--- src/rtl/sd_block_pkg.sv ---
`timescale 1ns/1ps
package sd_block_pkg;
  typedef enum logic [1:0] {OP_READ = 2'd0, OP_WR_ONE = 2'd1, OP_WR_MANY = 2'd2, OP_END = 2'd3} op_e;
  typedef enum logic [1:0] {RES_OK = 2'd0, RES_TIMEOUT = 2'd1, RES_IO = 2'd2, RES_CRC = 2'd3} res_e;

  localparam logic [7:0] BYTE_IDLE = 8'hFF;
  localparam logic [7:0] MARK_ONE  = 8'hFE;
  localparam logic [7:0] MARK_MANY = 8'hFC;
  localparam logic [7:0] MARK_END  = 8'hFD;
  localparam logic [4:0] ACK_GOOD  = 5'h05;
  localparam logic [15:0] CRC_POLY = 16'h1021;

  // One byte of CRC-16, MSB first.
  function automatic logic [15:0] crc16_step(input logic [15:0] c_in, input logic [7:0] d);
    logic [15:0] c;
    logic fb;
    c = c_in;
    for (int i = 7; i >= 0; i--) begin
      fb = c[15] ^ d[i];
      c  = {c[14:0], 1'b0};
      if (fb) c = c ^ CRC_POLY;
    end
    return c;
  endfunction
endpackage

--- src/rtl/sd_block_crc16.sv ---
`timescale 1ns/1ps
module sd_block_crc16 (
  input  logic        clk,
  input  logic        rst_n,
  input  logic        clr,
  input  logic        en,
  input  logic [7:0]  din,
  output logic [15:0] crc
);
  import sd_block_pkg::*;
  always_ff @(posedge clk) begin
    if (!rst_n)   crc <= '0;
    else if (clr) crc <= '0;
    else if (en)  crc <= crc16_step(crc, din);
  end
endmodule

--- src/rtl/sd_block_poll_timer.sv ---
`timescale 1ns/1ps
module sd_block_poll_timer #(
  parameter int LIMIT = 16,
  localparam int W = $clog2(LIMIT + 1)
) (
  input  logic         clk,
  input  logic         rst_n,
  input  logic         clr,
  input  logic         tick,
  output logic [W-1:0] count,
  output logic         expire
);
  assign expire = tick && (count == W'(LIMIT - 1));
  always_ff @(posedge clk) begin
    if (!rst_n)    count <= '0;
    else if (clr)  count <= '0;
    else if (tick) count <= count + W'(1);
  end
endmodule

--- src/rtl/sd_block_xfer.sv ---
`timescale 1ns/1ps
module sd_block_xfer #(
  parameter int MAX_LEN       = 512,
  parameter int TIMEOUT_POLLS = 16,
  localparam int LEN_W = $clog2(MAX_LEN + 1),
  localparam int PC_W  = $clog2(TIMEOUT_POLLS + 1)
) (
  input  logic             clk,
  input  logic             rst_n,
  input  logic             start,
  input  logic [1:0]       op,
  input  logic [LEN_W-1:0] len,
  input  logic             crc_en,
  output logic             busy,
  output logic             done,
  output logic [1:0]       err_code,
  output logic             xfer_req,
  output logic [7:0]       xfer_tx,
  input  logic             xfer_ack,
  input  logic [7:0]       xfer_rx,
  output logic             rd_valid,
  output logic [7:0]       rd_data,
  input  logic [7:0]       wr_data,
  output logic             wr_take
);
  import sd_block_pkg::*;

  typedef enum logic [3:0] {
    S_IDLE, S_RD_WAIT, S_RD_DATA, S_RD_CRCH, S_RD_CRCL,
    S_WR_WAIT, S_WR_MARK, S_WR_DATA, S_WR_CRCH, S_WR_CRCL, S_WR_RESP, S_END_MARK
  } st_e;

  st_e              state, state_n;
  logic             multi_q, crc_en_q;
  logic [LEN_W-1:0] len_q, cnt_q;
  logic [7:0]       crc_hi_q;
  logic             done_q;
  res_e             res_q;

  // Named internal events
  logic             accept, rx_idle, last_byte, poll_tick, poll_expire;
  logic             finish, crc_upd;
  res_e             fin_res;
  logic [15:0]      crc_val;
  logic [PC_W-1:0]  poll_cnt;
  logic [7:0]       crc_din;

  assign accept    = start && (state == S_IDLE);
  assign rx_idle   = (xfer_rx == BYTE_IDLE);
  assign last_byte = (cnt_q == len_q - LEN_W'(1));
  assign poll_tick = xfer_ack && (((state == S_RD_WAIT) && rx_idle) ||
                                  ((state == S_WR_WAIT) && !rx_idle));
  assign crc_upd   = xfer_ack && ((state == S_RD_DATA) || (state == S_WR_DATA));
  assign crc_din   = (state == S_RD_DATA) ? xfer_rx : wr_data;

  sd_block_crc16 u_crc (
    .clk(clk), .rst_n(rst_n), .clr(accept), .en(crc_upd), .din(crc_din), .crc(crc_val)
  );

  sd_block_poll_timer #(.LIMIT(TIMEOUT_POLLS)) u_poll (
    .clk(clk), .rst_n(rst_n), .clr(accept), .tick(poll_tick),
    .count(poll_cnt), .expire(poll_expire)
  );

  always_comb begin
    state_n = state;
    finish  = 1'b0;
    fin_res = RES_OK;
    if (state == S_IDLE) begin
      if (start) begin
        unique case (op_e'(op))
          OP_READ:    state_n = S_RD_WAIT;
          OP_WR_ONE,
          OP_WR_MANY: state_n = S_WR_WAIT;
          default:    state_n = S_END_MARK;
        endcase
      end
    end else if (xfer_ack) begin
      unique case (state)
        S_RD_WAIT: begin
          if (xfer_rx == MARK_ONE) state_n = S_RD_DATA;
          else if (!rx_idle) begin finish = 1'b1; fin_res = RES_IO; end
          else if (poll_expire) begin finish = 1'b1; fin_res = RES_TIMEOUT; end
        end
        S_RD_DATA: if (last_byte) state_n = S_RD_CRCH;
        S_RD_CRCH: state_n = S_RD_CRCL;
        S_RD_CRCL: begin
          finish  = 1'b1;
          fin_res = (crc_en_q && ({crc_hi_q, xfer_rx} != crc_val)) ? RES_CRC : RES_OK;
        end
        S_WR_WAIT: begin
          if (rx_idle) state_n = S_WR_MARK;
          else if (poll_expire) begin finish = 1'b1; fin_res = RES_TIMEOUT; end
        end
        S_WR_MARK: state_n = S_WR_DATA;
        S_WR_DATA: if (last_byte) state_n = S_WR_CRCH;
        S_WR_CRCH: state_n = S_WR_CRCL;
        S_WR_CRCL: state_n = S_WR_RESP;
        S_WR_RESP: begin
          finish  = 1'b1;
          fin_res = (xfer_rx[4:0] == ACK_GOOD) ? RES_OK : RES_IO;
        end
        default:   finish = 1'b1;
      endcase
      if (finish) state_n = S_IDLE;
    end
  end

  always_ff @(posedge clk) begin
    if (!rst_n) begin
      state    <= S_IDLE;
      multi_q  <= 1'b0;
      crc_en_q <= 1'b0;
      len_q    <= '0;
      cnt_q    <= '0;
      crc_hi_q <= '0;
      done_q   <= 1'b0;
      res_q    <= RES_OK;
    end else begin
      state  <= state_n;
      done_q <= finish;
      res_q  <= finish ? fin_res : RES_OK;
      if (accept) begin
        multi_q  <= (op_e'(op) == OP_WR_MANY);
        crc_en_q <= crc_en;
        len_q    <= len;
        cnt_q    <= '0;
      end
      if (crc_upd) cnt_q <= cnt_q + LEN_W'(1);
      if (xfer_ack && (state == S_RD_CRCH)) crc_hi_q <= xfer_rx;
    end
  end

  always_comb begin
    unique case (state)
      S_WR_MARK:  xfer_tx = multi_q ? MARK_MANY : MARK_ONE;
      S_WR_DATA:  xfer_tx = wr_data;
      S_WR_CRCH:  xfer_tx = crc_en_q ? crc_val[15:8] : BYTE_IDLE;
      S_WR_CRCL:  xfer_tx = crc_en_q ? crc_val[7:0]  : BYTE_IDLE;
      S_END_MARK: xfer_tx = MARK_END;
      default:    xfer_tx = BYTE_IDLE;
    endcase
  end

  assign busy     = (state != S_IDLE);
  assign xfer_req = busy;
  assign done     = done_q;
  assign err_code = res_q;
  assign rd_valid = xfer_ack && (state == S_RD_DATA);
  assign rd_data  = xfer_rx;
  assign wr_take  = xfer_ack && (state == S_WR_DATA);
endmodule

--- config.mk ---
export PLATFORM = sky130hd
export DESIGN_NAME = sd_block_xfer
export DESIGN_NICKNAME = d
export VERILOG_FILES = /design/src/rtl/sd_block_pkg.sv /design/src/rtl/sd_block_crc16.sv /design/src/rtl/sd_block_poll_timer.sv /design/src/rtl/sd_block_xfer.sv
export SDC_FILE = /design/constraint.sdc
export NUM_CORES = 1
export LEC_CHECK = 0
export ABC_AREA = 1
export BUFFER_PORTS_ARGS = -buffer_cell sky130_fd_sc_hd__buf_2
export CAP_MARGIN = 20
export CORE_UTILIZATION = 40
export CTS_CLUSTER_SIZE = 30
export DETAILED_ROUTE_END_ITERATION = 10
export SLEW_MARGIN = 0
export SYNTH_ARGS = -nofsm -noshare
export SYNTH_HDL_FRONTEND = slang
export SYNTH_SLANG_ARGS = --single-unit
--- constraint.sdc ---
create_clock -name clk -period 2.5 [get_ports clk]
set_input_delay 0 -clock clk [delete_from_list [all_inputs] [get_ports clk]]
set_output_delay 0 -clock clk [all_outputs]
set_load 0.005 [all_outputs]
[Word-level counts from Yosys, hierarchy flattened]
Cells that the tools add are included.
Storage, ports and cells
  bits in registers: 58
  input port bits: 33
Cells by class
  add/sub/neg operators: 3
  equality and inequality tests: 24
  multiplexer cells: 62
  bitwise logic cells: 19
  reduce and logical (&&, ||, !) cells: 24
Operator list (count)
  2-to-1 mux 16 bit: 21
  2-to-1 mux 13 bit: 8
  case mux 8 bit (5 select lines): 1
  2-to-1 mux 4 bit: 8
  case mux 4 bit (8 select lines): 1
  2-to-1 mux 8 bit: 3
  inverter 3 bit: 8
  2-to-1 mux 10 bit: 2
  == test 4 x 3 -> 1 bit (second input constant): 4
  == test 4 bit (second input constant): 4
  == test 8 bit (second input constant): 2
  inequality test 16 bit: 1
  2-to-1 mux 2 bit: 6
  inequality test 4 x 3 -> 1 bit (second input constant): 3
  adder 10 x 1 -> 10 bit (second input constant): 1
  == test 10 bit: 1
  logical AND 1 bit: 10
  nonzero test 10 bit: 1
  subtractor 10 x 1 -> 10 bit (second input constant): 1
  2-to-1 mux 1 bit: 9
  == test 4 x 2 -> 1 bit (second input constant): 2
  case mux 2 bit (4 select lines): 1
  case mux 4 bit (2 select lines): 1
  XOR 1 bit: 8
  20 further kinds: 25

[Depth between registers and ports, before layout]
Gate-level depths: netlist of the first run.
  depth in word-level cells: 39
  mapped depth: 15

[By module]
A second synthesis of the first run with hierarchy kept.
Unflattened totals
  cell total of the unflattened synthesis: 663
  area, all modules: 4155.2 µm²
Modules (own cells, without submodules)
  sd_block_xfer: times used 1, cells each 458, area an instance 2847.7 µm², sequential area each 740.7 µm²
  sd_block_crc16: times used 1, cells each 173, area an instance 1048.5 µm², sequential area each 320.3 µm²
  sd_block_poll_timer: times used 1, cells each 32, area an instance 259.0 µm², sequential area each 100.1 µm²

[Least setup slack after synthesis of the first run]
Ideal clock, no wire load.
  kind: reg2reg
  start: register state[3]
  end: register u_crc.crc[12]
  setup time: 0.114 ns
  data arrival time: 1.626 ns
  data required time: 2.386 ns
  path slack: 0.760 ns
  stages on the path, launching flop included: 12
  period minus slack after synthesis: 1.740 ns
  path through: dfxtp_1 -> buf_4 -> nor2_2 -> nand2_4 -> buf_6 -> nand2_2 -> nand2_2 -> xnor2_2 -> xnor2_1 -> o21ai_0 -> o21bai_1 -> inv_1
On the way
  longest elaborated chain between the ends: 33
RTL lines
  start, declared: line sd_block_xfer.sv:33  | st_e state, state_n;
  start signal, assigned: line sd_block_xfer.sv:120  | state <= state_n;
  == test 4 x 2 -> 1 bit: line sd_block_xfer.sv:53, sd_block_xfer.sv:54
  2-to-1 mux 8 bit: line sd_block_xfer.sv:54  | assign crc_din = (state == S_RD_DATA) ? xfer_rx : wr_data;
  XOR 1 bit: line sd_block_pkg.sv:19  | fb = c[15] ^ d[i];
  2-to-1 mux 13 bit: line sd_block_pkg.sv:21  | if (fb) c = c ^ CRC_POLY;
  2-to-1 mux 16 bit: line sd_block_crc16.sv:14  | else if (en) crc <= crc16_step(crc, din);
  2-to-1 mux 16 bit: line sd_block_crc16.sv:13  | else if (clr) crc <= '0;
  2-to-1 mux 16 bit: line sd_block_crc16.sv:12  | if (!rst_n) crc <= '0;
  2-to-1 mux 13 bit: line sd_block_pkg.sv:21
  [... 17 more ...]
  2-to-1 mux 16 bit: line sd_block_crc16.sv:13
  2-to-1 mux 16 bit: line sd_block_crc16.sv:12
  2-to-1 mux 13 bit: line sd_block_pkg.sv:21
  2-to-1 mux 16 bit: line sd_block_crc16.sv:14
  2-to-1 mux 16 bit: line sd_block_crc16.sv:13
  2-to-1 mux 16 bit: line sd_block_crc16.sv:12
  inverter 3 bit (no line)
  2-to-1 mux 13 bit: line sd_block_pkg.sv:21
  end signal, assigned: line sd_block_crc16.sv:14
  end, declared: line sd_block_crc16.sv:8  | output logic [15:0] crc
Several ways; a longest one is shown, not always the timed one. The select of a mux whose other input is x is not followed.
A chain may end at the register's enable or synchronous reset.

[Worst setup path in the final report of the first run]
  start: register state[3]
  end: register cnt_q[3]
On the way
  longest elaborated chain between the ends: 4
RTL lines
  == test 4 x 2 -> 1 bit / == test 4 x 3 -> 1 bit (equally long branches): line sd_block_xfer.sv:53  | assign crc_upd = xfer_ack && ((state == S_RD_DATA) || (state == S_WR_DATA));
  logical OR 1 bit: line sd_block_xfer.sv:53
  logical AND 1 bit: line sd_block_xfer.sv:53
  2-to-1 mux 10 bit / nonzero test 2 bit (equally long branches)
  end signal, assigned: line sd_block_xfer.sv:129  | if (crc_upd) cnt_q <= cnt_q + LEN_W'(1);
  end, declared: line sd_block_xfer.sv:35  | logic [LEN_W-1:0] len_q, cnt_q;
Several ways; a longest one is shown, not always the timed one.

==> impl_results.md, run 1 <==
- Status: complete, no violations
- Static Leak: between 2 and 2.5 nW
- Share of layout cells above drive strength 1: 0.179
- WP data required: about 2.7 ns
- I/O Buffers: 55
- Final hold vios: 0
- Int Pwr: 2.67 mW
- CTS tree: yes
- Cts repair resizes: 0
- Die Y: roughly 100 um
- CP endpoint: cnt_q[3]$_SDFFE_PN0P_
- Hold Path Class: primary input to flip-flop
- Worst Skew: 0.00807 ns
- Total global-route track usage: 0.212
- Cells after Synth: 595
- Most used DFF post-synth: dfxtp_1
- Synth top area share: 0.290
- Crit Reg-Reg Endpoint: cnt_q[3]$_SDFFE_PN0P_
- Reg-to-Reg Start: state[3]$_SDFFE_PN0P_
- M1 GR Usage: 0.265
- Grt ovf: 0
- Worst slew pin tran: slightly below 0.5 ns
- I/O pin cnt: 56
- CP Capture Type: flip-flop
- Sink Count: 58
- Fill count: 998
- Relative slew slack: 0.673
- Diode count: 0
- Clock latency on the worst-skew pair: 0.34 ns
- Reg-to-reg setup timing slack: between 0.3 and 0.4 ns
- Max cap viols: 0
- FMAX: 464 MHz
- Core ar.: between 9000 and 10000 sq um
- Maximum number of pins on one net before global-route repair: 29
- R2R cell count: 8
- Die area: 10400 sq um
- Final setup fails: 0
- Grt met3 use: 0.0424
- Final Max Tran Viols: 0
- Psw: 2.21 mW
- Worst-path clk slew: roughly 0.070 ns
- Final Cycle Share: 0.863
- Register share of total power: 0.262
- WS Path Type: flip-flop to flip-flop
- Avg Cell Area, Syn: 6.72 sq um
- #FFs+latches synth: between 50 and 60
- Post-synthesis sequential area ratio: 0.290
- Number of enable flip-flop cells after synthesis: 0
- Vias per cell: 4.96
- FP Rows: 36
- Synth Warn #: 0
- Deepest level of the CTS H-tree: 3
- Tot Pwr: 4.88 mW
- Vias: 3930
- Initial Utilization: 0.411
- Nets: between 600 and 700
- Unrepaired setup endpoints after global routing: no
- Final TNS setup: 0 ns
- WHS Path Cells: 3
- Syn Std Cell Area: 4000 sq um
- Number of buffers created by CTS: 9
- Vias in the first global route: 3534
- Area Overhead vs Synth: 17.7%
- 1st-iter DRT viols: approximately 160
- CP Max Fanout: 16
- Min Clock Period, post-route: 2.16 ns
- Mapped Nets: between 600 and 700
- Root Driver: clkbuf_8
- Drt pass-1 iters: 4
- Die X: 102 um
- WL/cell: about 13 um
- Worst setup path startpoint: state[3]$_SDFFE_PN0P_
- Comb pwr share: 0.527
- Max Buffers Root-to-Sink: 2
- ANT nets after route: 0
- Global route hottest layer: met2
- Power per cell area: ~1000 nW/um^2
- Async S/R FF share, synth: 0
- DRT Wirelength: 10500 um
- Biggest area consumer among synthesized cells: dfxtp_1
- Gp weighted congestion: 0.946
- Ranking of synthesized cells by area: dfxtp_1, nand2_1, inv_1
- Initial antenna violation count: 0
- Sw Ratio: 0.453
- DRC viols: 0
- Worst Path Arrival: 2.40 ns
- Wire length of the first global-routing pass: between 15000 and 20000 um
- Met2 Track Usage GR: 0.362
- Clock Power Share: 0.211
- DP HPWL: 7970 um
- VDD IR max: roughly 0.45 mV
- Synth cell types: 46
- Setup crit start kind: flip-flop
power by group through the flow:
stage | registers (mW) | clock network (mW) | logic, mW
global placement | 1.29 | 0 | 2.52
global route | 1.30 | 1.10 | 2.94
finish | 1.28 | 1.03 | 2.57
CTS | 1.27 | 1.06 | 2.57
floorplan | 1.23 | 0 | 2.01
detailed placement | 1.30 | 0 | 2.54
cell type report:
type,count,area [sq um],share of cell area
tap,133,166,0.0353
sequential,58,1160,0.247
clock buffer,12,165,0.0351
multi-input combinational,425,2350,0.500
inverter,88,333,0.0707
clock inverter,4,72.6,0.0154
timing repair buffer,73,458,0.0973
sequential cells by signal (all words and copies together), names as in the netlist:
name,cells
state,4
multi_q,1
crc_hi_q,8
cnt_q,10
crc_en_q,1
u_crc.crc,16
len_q,10
done,1
err_code,2
u_poll.count,5
synth_stat cells, drive strengths merged, types with 4 or more instances:
cell / number
clkbuf: 7
o21bai: 7
o211ai: 4
nor2: 55
nand3: 34
a31oi: 4
xor2: 10
nand4: 16
nor3: 7
dfxtp: 58
nand2: 149
inv: 88
ha: 6
o21ai: 58
xnor2: 22
or2: 5
a21oi: 28
o2111ai: 4
buf: 17
cells by family after synthesis:
logic type               after synthesis  share of synthesized area
buffers and inverters                112                      0.122
adder cells (fa/ha/maj)                6                     0.0188
XOR/XNOR                              32                     0.0916
AO/OA/AOI/OAI                        114                      0.169
AND/OR/NAND/NOR                      273                      0.309
flip-flops                            58                      0.290
per-stage QoR:
stage / util / hold slack (ns) / instance area [sq um] / cells / setup WS [ns]
finish: 0.484 / 0.0229 / 4710 / 793 / 0.343
global route: 0.484 / 0.0179 / 4710 / 793 / 0.0862
CTS: 0.484 / 0.0101 / 4710 / 793 / 0.321
detailed placement: 0.445 / 0.230 / 4330 / 763 / 0.329
global placement: 0.445 / 0.231 / 4330 / 763 / 0.373
floorplan: - / 0.0808 / 4000 / 595 / 0.760
timing repair:
action,CTS,global route
endpoints found under the hold margin,14,0
buffers inserted,0,0
hold buffers,14,0
critical path, stage by stage (launching register included):
cell	delay [ns]
dfxtp_1	0.48
nor2_2	0.13
nand2_4	0.25
nand2_4	0.09
nand2_2	0.23
inv_1	0.23
nor2_1	0.31
nand2_1	0.09
a221oi_1	0.24
routing by layer:
| layer | wire length [um] | up-vias | part of all wire |
|---|---|---|---|
| met4 | 229 | 0 | 0.022 |
| met2 | 4880 | 108 | 0.47 |
| met1 | 4810 | 1768 | 0.46 |
| li1 | - | 2037 | - |
| met3 | 538 | 17 | 0.051 |
| met5 | 0 | - | 0 |
placed cells by master (no fill, tap or decap), types with 3 or more instances in the layout:
master / count
xor2_1: 6
inv_2: 5
buf_4: 3
nand4_1: 16
nor2_2: 4
o21ai_0: 52
nand2_2: 5
o211ai_1: 4
nand2_1: 141
o21bai_1: 7
dfxtp_1: 58
xor2_2: 3
ha_1: 6
nand2_4: 3
o21ai_2: 5
a21oi_1: 28
nor3_1: 5
inv_1: 82
dlygate4sd3_1: 14
or2_2: 4
nand3_1: 34
clkbuf_8: 12
a31oi_1: 4
buf_2: 55
o2111ai_1: 4
xnor2_2: 6
xnor2_1: 16
nor2_1: 49
how the worst min path moves through the flow:
stage                                to  slack (ns)  startpoint
4_1_cts        crc_hi_q[0]$_SDFFE_PN0P_        0.01  xfer_rx[0]
2_1_floorplan                rd_data[0]        0.08  xfer_rx[0]
6_report       crc_hi_q[0]$_SDFFE_PN0P_        0.02  xfer_rx[0]
5_1_grt        crc_hi_q[0]$_SDFFE_PN0P_        0.02  xfer_rx[0]
3_3_place_gp      len_q[9]$_SDFFE_PN0P_        0.23      len[9]
3_5_place_dp      len_q[9]$_SDFFE_PN0P_        0.23      len[9]
Note: power is estimated with default switching activity, not from simulation.
==> run 2: changes to the inputs <==
Settings changed: BUFFER_PORTS_ARGS -buffer_cell sky130_fd_sc_hd__buf_2 to -buffer_cell sky130_fd_sc_hd__buf_4.
==> impl_results.md, run 2 (synthesized netlist as in run 1, its figures left out) <==
- Min Clock Period, post-route: 2.18 ns (+0.0216 ns)
- Cts repair resizes: 0 (unchanged)
- Vias in the first global route: 3783 (+7.0%)
- Wire length of the first global-routing pass: 17800 um (+5.0%)
- Final hold vios: 0 (unchanged)
- DRC viols: 0 (unchanged)
- Final TNS setup: 0 ns (unchanged)
- Largest registers: u_crc.crc x16, cnt_q x10, len_q x10
- Max cap viols: 0 (unchanged)
- FP Rows: 36 (unchanged)
- CP Capture Type: output port
- R2R cell count: 10 (+2)
- WS Path Type: flip-flop to output port
- CP endpoint: xfer_tx[5]
- Sink Count: 58 (unchanged)
- Core ar.: 9730 sq um (unchanged)
- Most frequent cells in the layout: nand2_1, inv_1, dfxtp_1, buf_4, o21ai_0
- WP buf/inv: 3 (+2)
- CP cell instances: inv_1, nor2_1, inv_1, nor2_2, nor2_1, nand2_1, o2111ai_1, buf_4
- CP Max Fanout: 9 (-7)
- Clock Power Share: 0.201 (-0.010)
- Initial antenna violation count: 0 (unchanged)
- Hold Path Class: primary input to flip-flop
- Diode count: 0 (unchanged)
- Area Overhead vs Synth: 20.4%
- Register share of total power: 0.261 (about the same)
- Static Leak: 2.25 nW (+1.6%)
- Placed inst area: 4450 sq um (+2.7%)
- Vias per cell: 4.98 (+0.53%)
- Clock latency on the worst-skew pair: 0.34 ns (about the same)
- Sw Ratio: 0.453 (about the same)
- Post-route cell area: 4820 sq um (+2.3%)
- WL/cell: 13.7 um (+4.2%)
- FMAX: 459 MHz (-0.99%)
- Comb pwr share: 0.537 (+0.010)
- VDD IR max: 0.432 mV (-3.5%)
- DP HPWL: 8370 um (+5.1%)
- Fill count: 1019 (+2.1%)
- Final Cycle Share: 0.872 (+0.00864)
- Relative slew slack: 0.715 (+0.0427)
- 1st-iter DRT viols: 157 (-2.5%)
- Deepest level of the CTS H-tree: 3 (unchanged)
- CP max stage delay: 0.48 ns (about the same)
- Maximum number of pins on one net before global-route repair: 29 (unchanged)
- Initial Utilization: 0.411 (unchanged)
- Worst Skew: 0.00835 ns (+0.000278 ns)
- DRT Wirelength: 10900 um (+4.2%)
- Max Buffers Root-to-Sink: 2 (unchanged)
- WP data required: 2.50 ns (-0.24 ns)
- Grt ovf: 0 (unchanged)
- Die area: 10400 sq um (unchanged)
- I/O Buffers: 55 (unchanged)
- Share of layout cells above drive strength 1: 0.176 (-0.00303)
- I/O pin cnt: 56 (unchanged)
- Max reg flops: 16 (unchanged)
- Setup crit start kind: flip-flop
- Total global-route track usage: 0.223 (+0.0116)
- Nets: 694 (unchanged)
- Gp weighted congestion: 0.902 (-4.6%)
- Worst path top cell family by delay: simple AND/OR/NAND/NOR gates
- Worst setup path startpoint: state[0]$_SDFFE_PN0P_
- Reg-to-reg setup timing slack: 0.32 ns (-0.02 ns)
- Reg-to-Reg Start: state[0]$_SDFFE_PN0P_
- Power per cell area: 1020 nW/um^2 (-1.7%)
- Int Pwr: 2.68 mW (+0.52%)
- Drt pass-1 iters: 4 (unchanged)
- Number of buffers created by CTS: 9 (unchanged)
- Most common cell after layout, fill and taps aside: nand2_1
- Critical Path Stages: 8 (unchanged)
- Root Driver: clkbuf_8
- CTS tree: yes
- HP Start: xfer_ack
- Unrepaired setup endpoints after global routing: no
- Slowest cell on crit path: dfxtp_1
- Die X: 102 um (unchanged)
- Final setup fails: 0 (unchanged)
- Top reg by flops: u_crc.crc
- Worst-path clk slew: 0.07 ns (about the same)
- Status: complete, no violations
- Final Max Tran Viols: 0 (unchanged)
- ANT nets after route: 0 (unchanged)
- Die Y: 102 um (unchanged)
- Worst slew pin tran: 0.427 ns (-0.0646 ns)
- Crit Reg-Reg Endpoint: u_crc.crc[11]$_SDFFE_PP0P_
- Psw: 2.22 mW (+0.63%)
- Vias: 3951 (+0.53%)
- Worst Path Arrival: 2.18 ns (-0.22 ns)
==> run 2: cell types whose count changed in the layout (fill, tap and decap cells not counted) <==
cell	change
buf_12	-1
buf_2	-55
buf_4	+55
clkbuf_1	+1
clkbuf_8	-2
clkinv_2	+1
dlygate4sd3_1	+1
==> run 2: worst min-delay path by stage <==
| stage | end | slack [ns] | cells after the start |
|---|---|---|---|
| after global placement | len_q[9]$_SDFFE_PN0P_ | 0.23 | 3 |
| after floorplan | rd_data[0] | 0.08 | 1 |
| after detailed placement | rd_data[3] | 0.24 | 2 |
| final | crc_hi_q[6]$_SDFFE_PN0P_ | 0.01 | 3 |
| after global routing | crc_hi_q[6]$_SDFFE_PN0P_ | 0.02 | 3 |
| after CTS | crc_hi_q[6]$_SDFFE_PN0P_ | 0.001 | 3 |
==> run 2: area by class of cell <==
type	count	area, sq um	area share
inverter	88	333	0.0691
timing repair buffer	73	586	0.122
tap	133	166	0.0345
multi-input combinational	425	2350	0.488
clock buffer	11	141	0.0294
sequential	58	1160	0.241
clock inverter	5	77.6	0.0161
==> run 2: worst register-to-register path: stages (launching register included) <==
cell and delay, ns:
dfxtp_1 0.48, nand2_1 0.20, inv_1 0.11, nand2_2 0.15, nand2_4 0.11, nand2_2 0.16, inv_1 0.27, buf_4 0.28
o21ai_0 0.12, o221ai_1 0.15, inv_1 0.05
==> run 2: through the flow <==
stage          worst slack, ns  cells  utilization  hold WS (ns)  power [mW]
3_5_place_dp             0.360    762        0.457         0.242        3.92
6_report                 0.321    793        0.495        0.0127        4.90
3_3_place_gp             0.407    762        0.457         0.232        3.90
5_1_grt                  0.128    793        0.495        0.0214        5.39
4_1_cts                  0.345    793        0.495       0.00108        4.94
2_1_floorplan            0.760    595            -        0.0808        3.25
==> run 2: per-layer routing <==
layer / part of all wire / vias to the layer above / track usage / routed length [um]
met1: 0.46 / 1781 / 0.280 / 4970
met4: 0.030 / 0 / 0.0890 / 327
met3: 0.052 / 28 / 0.0465 / 567
li1: - / 2026 / - / -
met2: 0.46 / 116 / 0.374 / 5030
met5: 0 / - / 0 / 0
==> run 2: power groups by stage <==
stage          clock (mW)  sequential [mW]  combinational (mW)
6_report            0.987             1.28                2.63
5_1_grt              1.05             1.31                3.03
4_1_cts              1.00             1.28                2.65
3_5_place_dp            0             1.30                2.62
3_3_place_gp            0             1.29                2.60
2_1_floorplan           0             1.23                2.01
==> run 2: repair_timing <==
item                                    in CTS  in global routing
hold buffers                                15                  0
endpoints found under the hold margin       15                  0
endpoints found under the setup margin       0                  0
setup buffers                                0                  0
